## src/rtl/bd_ring_pkg.sv

```systemverilog
package bd_ring_pkg;
  localparam int LEN_W = 16;
  localparam int PTR_W = 32;

  // own: rx = empty (hardware owns), tx = ready to send
  // aux: rx = error,                 tx = append CRC
  typedef struct packed {
    logic             own;
    logic             wrap;
    logic             last;
    logic             aux;
    logic [LEN_W-1:0] len;
    logic [PTR_W-1:0] ptr;
  } bd_t;

  localparam int BD_W = $bits(bd_t);
  localparam int N_RINGS = 2;
endpackage

```

## src/rtl/bd_bank.sv

```systemverilog
module bd_bank
  import bd_ring_pkg::*;
#(
  parameter int DEPTH = 8,
  localparam int IDX_W = $clog2(DEPTH)
) (
  input  logic             clk,
  input  logic             rst_n,
  input  logic             host_we,
  input  logic [IDX_W-1:0] host_idx,
  input  bd_t              host_wd,
  input  logic             hw_we,
  input  logic [IDX_W-1:0] hw_idx,
  input  bd_t              hw_wd,
  input  logic [IDX_W-1:0] rd_a_idx,
  output bd_t              rd_a,
  input  logic [IDX_W-1:0] rd_b_idx,
  output bd_t              rd_b
);
  bd_t mem [DEPTH];

  always_ff @(posedge clk or negedge rst_n) begin
    if (!rst_n) begin
      for (int i = 0; i < DEPTH; i++) mem[i] <= '0;
    end else begin
      for (int i = 0; i < DEPTH; i++) begin
        // hardware write-back wins over a host write to the same entry
        if (hw_we && hw_idx == IDX_W'(i))
          mem[i] <= hw_wd;
        else if (host_we && host_idx == IDX_W'(i))
          mem[i] <= host_wd;
      end
    end
  end

  assign rd_a = mem[rd_a_idx];
  assign rd_b = mem[rd_b_idx];
endmodule

```

## src/rtl/bd_rx_engine.sv

```systemverilog
module bd_rx_engine
  import bd_ring_pkg::*;
#(
  parameter int DEPTH     = 8,
  parameter int MAX_FRAME = 1518,
  parameter int MIN_GOOD  = 18,
  localparam int IDX_W = $clog2(DEPTH)
) (
  input  logic             clk,
  input  logic             rst_n,
  input  logic             en,
  input  logic             kick,
  input  bd_t              cur,
  input  logic             in_valid,
  input  logic             in_last,
  input  logic             in_bad,
  output logic             in_ready,
  output logic [IDX_W-1:0] idx,
  output logic             wb_we,
  output bd_t              wb_bd,
  output logic             done,
  output logic             good,
  output logic             active
);
  localparam logic [IDX_W-1:0] LAST_IDX = IDX_W'(DEPTH - 1);
  localparam logic [LEN_W-1:0] LEN_SAT  = '1;
  localparam logic [LEN_W-1:0] MAX_L    = LEN_W'(MAX_FRAME);
  localparam logic [LEN_W-1:0] GOOD_L   = LEN_W'(MIN_GOOD);

  logic             run;
  logic [LEN_W-1:0] cnt;
  logic [LEN_W-1:0] frame_len;
  logic             hs;
  logic             err;
  logic [IDX_W-1:0] next_idx;

  assign in_ready  = en && run && cur.own;
  assign hs        = in_valid && in_ready;
  assign frame_len = (cnt == LEN_SAT) ? cnt : cnt + 1'b1;
  assign err       = (frame_len > MAX_L) || in_bad;
  assign wb_we     = hs && in_last;
  assign next_idx  = (cur.wrap || idx == LAST_IDX) ? '0 : idx + 1'b1;
  assign active    = run;

  always_comb begin
    wb_bd      = cur;
    wb_bd.own  = 1'b0;
    wb_bd.last = 1'b1;
    wb_bd.aux  = err;
    wb_bd.len  = frame_len;
  end

  always_ff @(posedge clk or negedge rst_n) begin
    if (!rst_n) begin
      run <= 1'b0; cnt <= '0; idx <= '0; done <= 1'b0; good <= 1'b0;
    end else if (!en) begin
      run <= 1'b0; cnt <= '0; idx <= '0; done <= 1'b0; good <= 1'b0;
    end else begin
      if (kick)
        run <= 1'b1;
      else if (run && !cur.own)
        run <= 1'b0;
      if (hs)
        cnt <= in_last ? '0 : frame_len;
      if (wb_we)
        idx <= next_idx;
      done <= wb_we;
      good <= wb_we && !err && (frame_len > GOOD_L);
    end
  end

  a_r6_rx_step: assert property (@(posedge clk) disable iff (!rst_n || !en)
    (wb_we && !cur.wrap && idx != LAST_IDX) |=> (idx == $past(idx) + 1'b1))
    else $error("rx index did not step");

  a_r6_rx_wrap: assert property (@(posedge clk) disable iff (!rst_n || !en)
    (wb_we && cur.wrap) |=> (idx == '0))
    else $error("rx index did not wrap");

  a_r1_rx_off: assert property (@(posedge clk) disable iff (!rst_n)
    !en |=> (!in_ready && idx == '0 && !active))
    else $error("rx engine active while disabled");

  a_r2_rx_stalls: assert property (@(posedge clk) disable iff (!rst_n || !en)
    (!active && !kick) |=> !in_ready)
    else $error("rx accepted data while stopped");
endmodule

```

## src/rtl/bd_tx_engine.sv

```systemverilog
module bd_tx_engine
  import bd_ring_pkg::*;
#(
  parameter int DEPTH = 8,
  localparam int IDX_W = $clog2(DEPTH)
) (
  input  logic             clk,
  input  logic             rst_n,
  input  logic             en,
  input  logic             kick,
  input  bd_t              cur,
  output logic             out_valid,
  input  logic             out_ready,
  output logic             out_last,
  output logic [LEN_W-1:0] out_len,
  output logic             out_crc,
  output logic [IDX_W-1:0] idx,
  output logic             wb_we,
  output bd_t              wb_bd,
  output logic             active
);
  localparam logic [IDX_W-1:0] LAST_IDX = IDX_W'(DEPTH - 1);

  logic             run;
  logic             busy;
  logic [LEN_W-1:0] cnt;
  logic [LEN_W-1:0] hold_len;
  logic             hold_crc;
  logic             start;
  logic             zero;
  logic             hs;
  logic [IDX_W-1:0] next_idx;

  assign start    = en && run && !busy && cur.own;
  assign zero     = start && (cur.len == '0);
  assign hs       = busy && out_ready;
  assign wb_we    = (hs && cnt == LEN_W'(1)) || zero;
  assign next_idx = (cur.wrap || idx == LAST_IDX) ? '0 : idx + 1'b1;

  assign out_valid = busy;
  assign out_last  = busy && (cnt == LEN_W'(1));
  assign out_len   = busy ? hold_len : '0;
  assign out_crc   = busy && hold_crc;
  assign active    = run;

  always_comb begin
    wb_bd     = cur;
    wb_bd.own = 1'b0;
  end

  always_ff @(posedge clk or negedge rst_n) begin
    if (!rst_n) begin
      run <= 1'b0; busy <= 1'b0; cnt <= '0; idx <= '0;
      hold_len <= '0; hold_crc <= 1'b0;
    end else if (!en) begin
      run <= 1'b0; busy <= 1'b0; cnt <= '0; idx <= '0;
      hold_len <= '0; hold_crc <= 1'b0;
    end else begin
      if (kick)
        run <= 1'b1;
      else if (run && !busy && !cur.own)
        run <= 1'b0;
      if (start && !zero) begin
        busy     <= 1'b1;
        cnt      <= cur.len;
        hold_len <= cur.len;
        hold_crc <= cur.aux;
      end
      if (hs) begin
        cnt <= cnt - 1'b1;
        if (cnt == LEN_W'(1)) busy <= 1'b0;
      end
      if (wb_we)
        idx <= next_idx;
    end
  end

  a_r8_tx_hold: assert property (@(posedge clk) disable iff (!rst_n || !en)
    (out_valid && !out_ready) |=>
      (out_valid && $stable(out_len) && $stable(out_last) && $stable(out_crc)))
    else $error("tx beat changed under back-pressure");

  a_r9_tx_step: assert property (@(posedge clk) disable iff (!rst_n || !en)
    (wb_we && !cur.wrap && idx != LAST_IDX) |=> (idx == $past(idx) + 1'b1))
    else $error("tx index did not step");

  a_r6_tx_wrap: assert property (@(posedge clk) disable iff (!rst_n || !en)
    (wb_we && cur.wrap) |=> (idx == '0))
    else $error("tx index did not wrap");

  a_r10_tx_no_start: assert property (@(posedge clk) disable iff (!rst_n || !en)
    (!active && !out_valid && !kick) |=> !out_valid)
    else $error("tx sent while stopped");

  a_r1_tx_off: assert property (@(posedge clk) disable iff (!rst_n)
    !en |=> (!out_valid && idx == '0 && !active))
    else $error("tx engine active while disabled");
endmodule

```

## src/rtl/bd_ring_seq.sv

```systemverilog
module bd_ring_seq
  import bd_ring_pkg::*;
#(
  parameter int DEPTH     = 8,
  parameter int MAX_FRAME = 1518,
  parameter int FCS_LEN   = 4,
  parameter int HDR_LEN   = 14,
  localparam int IDX_W = $clog2(DEPTH)
) (
  input  logic             clk,
  input  logic             rst_n,
  input  logic             ring_en,
  input  logic             rx_kick,
  input  logic             tx_kick,
  input  logic             host_we,
  input  logic             host_ring,
  input  logic [IDX_W-1:0] host_idx,
  input  logic [BD_W-1:0]  host_wdata,
  input  logic             host_rd_ring,
  input  logic [IDX_W-1:0] host_rd_idx,
  output logic [BD_W-1:0]  host_rdata,
  input  logic             rx_valid,
  output logic             rx_ready,
  input  logic             rx_last,
  input  logic             rx_bad,
  output logic             rx_done,
  output logic             rx_good,
  output logic             tx_valid,
  input  logic             tx_ready,
  output logic             tx_last,
  output logic [LEN_W-1:0] tx_len,
  output logic             tx_crc,
  output logic             rx_active,
  output logic             tx_active,
  output logic [IDX_W-1:0] rx_index,
  output logic [IDX_W-1:0] tx_index
);
  localparam int MIN_GOOD = FCS_LEN + HDR_LEN;

  logic             hw_we  [N_RINGS];
  logic [IDX_W-1:0] hw_idx [N_RINGS];
  bd_t              hw_wd  [N_RINGS];
  bd_t              cur    [N_RINGS];
  bd_t              hrd    [N_RINGS];

  assign hw_idx[0] = rx_index;
  assign hw_idx[1] = tx_index;

  for (genvar g = 0; g < N_RINGS; g++) begin : g_ring
    bd_bank #(.DEPTH(DEPTH)) u_bank (
      .clk      (clk),
      .rst_n    (rst_n),
      .host_we  (host_we && (host_ring == 1'(g))),
      .host_idx (host_idx),
      .host_wd  (host_wdata),
      .hw_we    (hw_we[g]),
      .hw_idx   (hw_idx[g]),
      .hw_wd    (hw_wd[g]),
      .rd_a_idx (host_rd_idx),
      .rd_a     (hrd[g]),
      .rd_b_idx (hw_idx[g]),
      .rd_b     (cur[g])
    );
  end

  assign host_rdata = host_rd_ring ? hrd[1] : hrd[0];

  bd_rx_engine #(.DEPTH(DEPTH), .MAX_FRAME(MAX_FRAME), .MIN_GOOD(MIN_GOOD)) u_rx (
    .clk      (clk),
    .rst_n    (rst_n),
    .en       (ring_en),
    .kick     (rx_kick),
    .cur      (cur[0]),
    .in_valid (rx_valid),
    .in_last  (rx_last),
    .in_bad   (rx_bad),
    .in_ready (rx_ready),
    .idx      (rx_index),
    .wb_we    (hw_we[0]),
    .wb_bd    (hw_wd[0]),
    .done     (rx_done),
    .good     (rx_good),
    .active   (rx_active)
  );

  bd_tx_engine #(.DEPTH(DEPTH)) u_tx (
    .clk       (clk),
    .rst_n     (rst_n),
    .en        (ring_en),
    .kick      (tx_kick),
    .cur       (cur[1]),
    .out_valid (tx_valid),
    .out_ready (tx_ready),
    .out_last  (tx_last),
    .out_len   (tx_len),
    .out_crc   (tx_crc),
    .idx       (tx_index),
    .wb_we     (hw_we[1]),
    .wb_bd     (hw_wd[1]),
    .active    (tx_active)
  );

  a_r3_rx_wb_hands_back: assert property (@(posedge clk) disable iff (!rst_n)
    hw_we[0] |-> (!hw_wd[0].own && hw_wd[0].last && hw_wd[0].len != '0))
    else $error("rx write-back malformed");
endmodule

```

## config.mk

```make
export PLATFORM = sky130hd
export DESIGN_NAME = bd_ring_seq
export DESIGN_NICKNAME = d
export VERILOG_FILES = /design/src/rtl/bd_ring_pkg.sv /design/src/rtl/bd_bank.sv /design/src/rtl/bd_rx_engine.sv /design/src/rtl/bd_tx_engine.sv /design/src/rtl/bd_ring_seq.sv
export SDC_FILE = /design/constraint.sdc
export NUM_CORES = 2
export LEC_CHECK = 0
export ABC_AREA = 1
export ABC_CLOCK_PERIOD_IN_PS = 4100
export CORE_MARGIN = 1.5
export CORE_UTILIZATION = 45
export CTS_CLUSTER_DIAMETER = 200
export CTS_CLUSTER_SIZE = 8
export DETAILED_ROUTE_END_ITERATION = 10
export SLEW_MARGIN = 40
export SYNTH_ARGS = -nofsm -noshare
export SYNTH_HDL_FRONTEND = slang
export SYNTH_HIERARCHICAL = 1
export SYNTH_SLANG_ARGS = --single-unit
```

## constraint.sdc

```tcl
create_clock -name clk -period 4.1 [get_ports clk]
set_input_delay 1.025 -clock clk [delete_from_list [all_inputs] [get_ports clk]]
set_output_delay 1.025 -clock clk [all_outputs]
set_load 0.05 [all_outputs]
```

==> summary.txt <==
Outcome
  • Outcome: finished, violations left
  • Failing checks: design-rule violations

Worst setup path
  • Kind of critical path: reg2reg
  • Startpoint types: flop
  • Worst setup path startpoint: u_tx/idx[0]
  • Reg-to-reg startpoint: u_tx/idx[0]
  • Req. time, crit path: 4790 ps
  • RR Endpoint: g_ring[1].u_bank/mem[118]
  • Reg2Reg Setup Slack: 140 ps
  • Reg2Reg Depth: 18
  • Crit. End Element: flop
  • Critical Path Fanout Max: 94
  • CP arrival: 4650 ps
  • CP Capture Point: g_ring[1].u_bank/mem[118]

Floorplanning
  • I/O Pins: 152
  • Overall die width: 379.6 µm
  • Initial Util: 0.4524
  • Die area: 144,100 µm²
  • Rows: 138
  • Core outline area: 141,100 µm²
  • Die height: 379.6 µm

Clock network
  • Resized cells post-CTS: 0
  • Clock Pin Slew Worst Setup and Hold Paths: 60 ps
  • CTS tree: yes
  • Postcts setup bufs: 0
  • Root Driver: clkbuf_16
  • Clk_lat worst skew: 780 ps
  • Hold_buf cts: 0
  • CTS sink count: 892
  • Htree depth: 3
  • CTS Buffer Depth: 3
  • TritonCTS buffer count: 121

Layout
  • Layout Nets: 10,700
  • Layout cells sized above 1: 0.05716
  • Area Growth Syn to Fin: 11.07%
  • Ant. Diodes: 0
  • Storage cell area: 22,340 µm²
  • Multi-input logic area: 33,450 µm²
  • Number of fill cells: 14,540

STA
  • Min cycle time layout: 3957 ps
  • RSZ-0062 raised after global routing: false
  • Tcrit/Tclk final: 0.9651
  • Final Setup Violations: 0
  • Skew final: 29.52 ps
  • Final hold vios: 0
  • Fmax: 252.7 MHz
  • Worst-margin pin slew: 943.4 ps
  • Final slew viol count: 0
  • Slew headroom: 0.3687
  • Final setup TNS: 0 ps

Route
  • Final ANT Viol Nets: 0
  • DRT iter0 DRCs: 9,417
  • Max Used Layer: met5
  • WL met3: 35.34 mm
  • Routed metal-1 wirelength: 113.5 mm
  • Drt via density: 5.760
  • DR WL/cell: 22.74 µm
  • Residual DRC: 1
  • First-pass iteration count of the detailed router: 11
  • Routed wl met2: 117.9 mm
  • Post-Route WL: 284.8 mm
  • Routed vias: 72,150

GRT
  • GRT Total Usage: 0.3850
  • Largest net degree at the start of global routing: 134
  • GRT overflow: 0
  • First-pass GRT wire length: 425.7 mm
  • Number of global-route vias before repair: 68,330
  • Antenna violations before repair: 4

Power
  • Clock power frac: 0.321
  • Switching portion of total power: 0.3672
  • Final total power: 0.02933 W
  • Max VDD drop: 0.4804 mV
  • Static Leak: 40.57 nW
  • Internal power: 0.01856 W
  • Comb power frac: 0.285
  • Net Switching: 0.01077 W
  • Sequential share of power: 0.394
  • Cell area power density: 413.8 nW/µm²

Logic synthesis
  • Mapped Area: 63,810 µm²
  • Post-synthesis area per instance: 5.872 µm²
  • Syn Inst Count: 10,870
  • Synth warn: 6
  • Syn nets: 10,950

Place
  • Hpwl dp: 169.6 mm
  • Count of input and output buffers: 151
  • Placer Congestion: 0.9092

Min path
  • Hold Path Class: in2async

Flow run
  • Max Cap Viol: 0
-- cell usage in the layout (no fill, tap or decap), types with 9 or more instances in the layout --
cell type and instances:
nand2_4 9, buf_12 127, nor2_1 87, nand2_1 5524
buf_4 193, o22ai_1 15, nand3_1 2212, clkbuf_16 121
a21oi_1 11, nor2_4 21, clkdlybuf4s50_1 89, o21ai_0 23
inv_1 1140, nand2_2 55, inv_2 32, dfrtp_1 886
-- power by group through the flow --
stage	registers, W	clock network (W)	logic [W]
2_1_floorplan	0.0114	0	0.00594
3_3_place_gp	0.0117	0	0.00804
3_5_place_dp	0.0117	0	0.00818
4_1_cts	0.0115	0.00950	0.00823
5_1_grt	0.0118	0.00981	0.00940
6_report	0.0116	0.00941	0.00836
-- stage by stage --
stage               setup slack (ps)  instances  hold slack [ps]    util  area (µm²)
floorplan                      489.0      10870            449.1       -       63820
global placement               321.8      12390            461.2  0.4793       67620
detailed placement             350.0      12390            464.5  0.4794       67630
CTS                            168.6      12530            121.9  0.5021       70830
global route                   33.40      12530            137.9  0.5024       70880
finish                         143.0      12530            147.4  0.5024       70880
-- critical path, stage by stage (launching register included) --
cell	delay, ps
dfrtp_4	450
buf_12	430
nand2_1	100
nand3_1	100
nand2_1	140
nand2_1	110
nand2_1	200
nand2_1	190
nor3_4	60
nand3_1	110
nand2_1	180
nand2_1	340
inv_2	190
nand2_4	130
nand2_2	80
inv_2	440
buf_12	350
nand2_1	110
nand2_1	90
-- layout make-up --
class | count | area share
clock buffer | 125 | 0.04293
clock inverter | 8 | 0.002224
inverter | 1183 | 0.06320
multi-input combinational | 8004 | 0.4719
sequential | 892 | 0.3152
tap | 1890 | 0.03336
timing repair buffer | 424 | 0.07121
-- layer usage --
layer | GRT usage | up-vias
met3 | 0.08439 | 853
met5 | 0 | -
met1 | 0.5233 | 33910
met4 | 0.2188 | 2
met2 | 0.5638 | 4755
li1 | - | 32640
-- how the worst min path moves through the flow --
stage / slack (ps) / start / end
global route: 140 / rst_n / g_ring[0].u_bank/mem[110]
detailed placement: 460 / g_ring[1].u_bank/mem[102] / g_ring[1].u_bank/mem[102]
CTS: 120 / rst_n / g_ring[0].u_bank/mem[61]
global placement: 460 / g_ring[1].u_bank/mem[6] / g_ring[1].u_bank/mem[6]
floorplan: 450 / g_ring[0].u_bank/mem[100] / g_ring[0].u_bank/mem[100]
finish: 150 / rst_n / g_ring[0].u_bank/mem[110]
-- flip-flops by register name (all words and copies together) (netlist names) --
signal and count:
u_tx/hold_crc 1, u_rx/idx 3, u_rx/active 1, u_tx/hold_len 16
u_tx/out_valid 1, u_rx/done 1, u_tx/cnt 16, u_rx/good 1
u_rx/cnt 16, u_tx/active 1, u_tx/idx 3, g_ring.u_bank/mem 832
No activity file was read; power rests on OpenSTA's default activity.
